File: config.mk
export PLATFORM = sky130hd
export DESIGN_NAME = ext_alu
export DESIGN_NICKNAME = d
export VERILOG_FILES = /design/src/rtl/ext_alu_pkg.sv /design/src/rtl/alu_logic_ext.sv /design/src/rtl/alu_arith_ext.sv /design/src/rtl/alu_carry_ext.sv /design/src/rtl/alu_full_adder.sv /design/src/rtl/ext_alu.sv
export SDC_FILE = /design/constraint.sdc
export NUM_CORES = 1
export LEC_CHECK = 0
export BUFFER_PORTS_ARGS = -buffer_cell sky130_fd_sc_hd__buf_2
export CORE_AREA = 5 5 42 44
export DETAILED_ROUTE_END_ITERATION = 8
export DIE_AREA = 0 0 47 49
export PLACE_DENSITY = 0.48
export SLEW_MARGIN = 20
export SYNTH_ARGS = -nofsm -noshare
export SYNTH_HDL_FRONTEND = slang
export SYNTH_HIERARCHICAL = 1
export SYNTH_SLANG_ARGS = --single-unit
File: constraint.sdc
create_clock -name vclk -period 10.9
set_input_delay 2.725 -clock vclk [all_inputs]
set_output_delay 2.725 -clock vclk [all_outputs]
set_load 0.01 [all_outputs]
File: src/rtl/ext_alu_pkg.sv
package ext_alu_pkg;
  typedef enum logic [2:0] {
    OP_PASS = 3'b000,
    OP_AND  = 3'b001,
    OP_OR   = 3'b010,
    OP_NOT  = 3'b011,
    OP_ADD  = 3'b100,
    OP_SUB  = 3'b101,
    OP_INC  = 3'b110,
    OP_DEC  = 3'b111
  } alu_op_e;
endpackage

File: src/rtl/alu_logic_ext.sv
module alu_logic_ext
  import ext_alu_pkg::*;
(
  input  alu_op_e op_i,
  input  logic    a_i,
  input  logic    b_i,
  output logic    x_o
);
  always_comb begin
    case (op_i)
      OP_PASS: x_o = a_i;
      OP_AND:  x_o = a_i & b_i;
      OP_OR:   x_o = a_i | b_i;
      OP_NOT:  x_o = ~a_i;
      default: x_o = a_i;  // arithmetic class: operand unchanged
    endcase
  end
endmodule

File: src/rtl/alu_arith_ext.sv
module alu_arith_ext
  import ext_alu_pkg::*;
(
  input  alu_op_e op_i,
  input  logic    b_i,
  output logic    y_o
);
  always_comb begin
    case (op_i)
      OP_ADD:  y_o = b_i;
      OP_SUB:  y_o = ~b_i;
      OP_INC:  y_o = 1'b0;
      OP_DEC:  y_o = 1'b1;
      default: y_o = 1'b0;  // logical class: adder adds zero
    endcase
  end
endmodule

File: src/rtl/alu_carry_ext.sv
module alu_carry_ext
  import ext_alu_pkg::*;
(
  input  alu_op_e op_i,
  output logic    c0_o
);
  logic [2:0] sel;
  assign sel  = op_i;
  assign c0_o = sel[2] & (sel[1] ^ sel[0]);
endmodule

File: src/rtl/alu_full_adder.sv
module alu_full_adder (
  input  logic x_i,
  input  logic y_i,
  input  logic c_i,
  output logic s_o,
  output logic c_o
);
  logic p;
  assign p   = x_i ^ y_i;
  assign s_o = p ^ c_i;
  assign c_o = (x_i & y_i) | (p & c_i);
endmodule

File: src/rtl/ext_alu.sv
module ext_alu
  import ext_alu_pkg::*;
#(
  parameter int unsigned WIDTH = 4
) (
  input  logic [2:0]       op_i,
  input  logic [WIDTH-1:0] a_i,
  input  logic [WIDTH-1:0] b_i,
  output logic [WIDTH-1:0] f_o,
  output logic             uovf_o,
  output logic             sovf_o
);
  localparam int unsigned MSB = WIDTH - 1;

  alu_op_e          op;
  logic [WIDTH:0]   c;
  logic [WIDTH-1:0] x;
  logic [WIDTH-1:0] y;

  assign op = alu_op_e'(op_i);

  alu_carry_ext i_carry_ext (
    .op_i (op),
    .c0_o (c[0])
  );

  for (genvar i = 0; i < WIDTH; i++) begin : g_slice
    alu_logic_ext i_logic_ext (
      .op_i (op),
      .a_i  (a_i[i]),
      .b_i  (b_i[i]),
      .x_o  (x[i])
    );
    alu_arith_ext i_arith_ext (
      .op_i (op),
      .b_i  (b_i[i]),
      .y_o  (y[i])
    );
    alu_full_adder i_fa (
      .x_i (x[i]),
      .y_i (y[i]),
      .c_i (c[i]),
      .s_o (f_o[i]),
      .c_o (c[i+1])
    );
  end

  assign uovf_o = c[WIDTH];
  assign sovf_o = c[WIDTH] ^ c[MSB];

  always_comb begin
    if (!op_i[2]) begin
      // logical class leaves the adder idle
      p_logic_adder_idle_r1: assert (y == '0 && !c[0] && f_o == x)
        else $error("logical op disturbed adder");
      p_logic_flags_clear_r6: assert (!uovf_o && !sovf_o)
        else $error("flag set on logical op");
    end else begin
      p_arith_passes_a_r2: assert (x == a_i)
        else $error("first operand altered on arithmetic op");
    end
    if (op_i == 3'b110) begin
      p_inc_feed_r3: assert (y == '0 && c[0])
        else $error("increment feed wrong");
    end
    if (op_i == 3'b111) begin
      p_dec_feed_r3: assert (y == '1 && !c[0])
        else $error("decrement feed wrong");
    end
  end
endmodule

==> results by group <==
Power
  – Net Sw Power: 0.0130 mW
  – Leak Pwr: 0.197 nW
  – Sequential power share: 0%
  – Peak supply drop: 23.4 uV
  – PwrDens: 54.4 nW/um^2
  – Combinational fraction of design power: 100.0%
  – Net Sw Frac: 54.6%
  – Total Power: 0.0239 mW
  – Int Pwr: 0.0108 mW
  – Clock power share: 0%

Die
  – Row count: 14
  – Boundary Pins: 17
  – Die height: 49 um
  – DIE AREA: 2300 um^2
  – Die Wd: 47 um
  – Initial core utilization: 23.8%
  – Core ar.: 1400 um^2

Drt
  – Remaining DRCs: 0
  – DRT Pass-1 Iters: 2
  – Post-route ant nets: 0
  – Vias per cell: 4.80
  – Vias: 365
  – DRT Wirelength: 823 um
  – Wire length per cell: 10.8 um
  – Starting DRT DRC Count: 3

Place
  – Port-buffer cells: 17
  – Final Wtd Congestion: 0.599
  – Post-DP HPWL: 610 um

Logic synthesis
  – Post-synthesis sequential area ratio: 0%
  – Mux contribution to synthesized area: 0%
  – Post-synthesis net count: 58
  – Post-Synth XOR/XNOR Area: 5.24%
  – Mapped cell area: 334 um^2
  – Yosys Warn Count: 6
  – Mean post-synth cell area: 7.77 um^2
  – Adder-Cell Fraction of Synth Area: 24.0%
  – Compound-Gate Fraction of Synth Area: 24.0%
  – Largest family of logic cells by synthesized area: simple AND/OR/NAND/NOR gates
  – Gate Count Post-Synth: 43
  – Synth unique cells: 12
  – Synth Area in Simple Gates: 42.3%

STA
  – Final worst path period need: 8.13 ns
  – Final setup violation count: 0
  – Hold Vio Cnt, Final: 0
  – TNS Setup: 0 ns
  – Slew headroom: 82.0%
  – Pins Over Slew Limit: 0
  – Tcrit/Tclk final: 74.5%
  – RSZ-0062 raised after global routing: false
  – Max frequency: 0.123 GHz
  – Worst-margin pin slew: 0.271 ns

Clock tree
  – CTS Hold Bufs: 0
  – Post-CTS Setup Repair Bufs: 0
  – Post_cts resized: 0

Global routing
  – Pin count of the biggest net entering global routing: 18
  – Grt total ovfl: 0
  – Vias in the first global route: 357
  – Total GRT Usage: 7.63%
  – First-pass GRT wire length: 1440 um
  – Initial antenna violation count: 0

Setup path
  – Startpoint Class: primary input
  – CP max stage cell: fa_1
  – Slowest Stage Delay on Critical Path: 0.47 ns
  – Crit end category: primary output
  – Data arrival time of the worst path: 5.40 ns
  – Family with the most delay on the worst path: adder cells
  – Path type of the worst setup path: primary input to primary output
  – Buf+Inv Stages, Crit Path: 2
  – Critical Path, Cell by Cell: buf_2 -> or2_1 -> a31oi_1 -> a41oi_1 -> fa_1 -> fa_1 -> fa_1 -> fa_1 -> xor2_1 -> buf_2
  – Req. time, crit path: 8.18 ns
  – Worst-path maximum fanout: 17
  – Most used cell, CP: fa_1

Finish
  – Fill cells: 167
  – Seq Cell Count: 0
  – # nets final: 77
  – Clkbuf count: 0
  – N_diodes: 0
  – Layout cell share with drive strength beyond 1: 28.3%
  – FF/Latch Area: 0 um^2
  – Syn-to-layout area delta: 31.5%

Run status
  – Status: complete, no violations

Job
  – MaxCap Viol Count: 0

Hold path
  – Min-Delay Path Class: primary input to primary output
==> cells in the mapped netlist <==
library cell / instances / area, um^2
a41oi_1: 4 / 35.0
or2_1: 4 / 25.0
nand4bb_1: 4 / 45.0
a31oi_1: 4 / 25.0
fa_1: 4 / 80.1
nand2_1: 4 / 15.0
o21ai_1: 4 / 20.0
nor2b_1: 4 / 25.0
xor2_1: 2 / 17.5
inv_1: 4 / 15.0
nand2b_1: 4 / 25.0
and2_1: 1 / 6.26
==> through the flow <==
step                      utilization [%]  hold WS [ns]  instances  setup WS (ns)  instance area, um^2
after global placement               31.3          6.06         76           2.80                  439
after floorplan                         -          5.76         43           3.07                  334
after global routing                 31.3          6.13         76           2.58                  439
after CTS                            31.3          6.07         76           2.78                  439
final                                31.3          6.06         76           2.77                  439
after detailed placement             31.3          6.06         76           2.78                  439
==> layout by cell type, fill, tap and decap left out <==
cell type   n
a31oi_1     4
a41oi_1     4
and2_1      1
buf_2      17
fa_1        4
inv_1       4
nand2_1     4
nand2b_1    4
nand4bb_1   4
nor2b_1     4
o21ai_1     4
or2_1       4
xor2_1      2
==> path summary, 6_finish.rpt <==
kind	start	to	depth (start not counted)
max	op_i[0]	sovf_o	10
min	b_i[1]	f_o[1]	5
==> layer usage <==
layer	wire length [um]	track usage [%]	share of wire [%]	up-vias
li1	-	-	-	193
met4	0	0	0	0
met1	439	13.3	53	159
met2	333	10.9	40	13
met5	0	0	0	-
met3	50	0	6.1	0
==> cell type report <==
cell class	count	area, um^2	area share (%)
Multi-Input combinational cell	39	319	72.6
Inverter	4	15.0	3.42
Tap cell	16	20.0	4.56
Timing Repair Buffer	17	85.1	19.4
==> power by group through the flow <==
stage               sequential, mW  combinational, mW  clock [mW]
global placement                 0             0.0239           0
CTS                              0             0.0243           0
floorplan                        0             0.0148           0
detailed placement               0             0.0240           0
finish                           0             0.0239           0
global route                     0             0.0274           0
==> kinds of logic (layout without fill, tap and decap cells) <==
logic type	Yosys count	count (layout)
AND/OR/NAND/NOR	21	21
AO/OA/AOI/OAI	12	12
adder cells (fa/ha/maj)	4	4
buffers and inverters	4	21
XOR/XNOR	2	2
No activity file was read; power rests on OpenSTA's default activity.
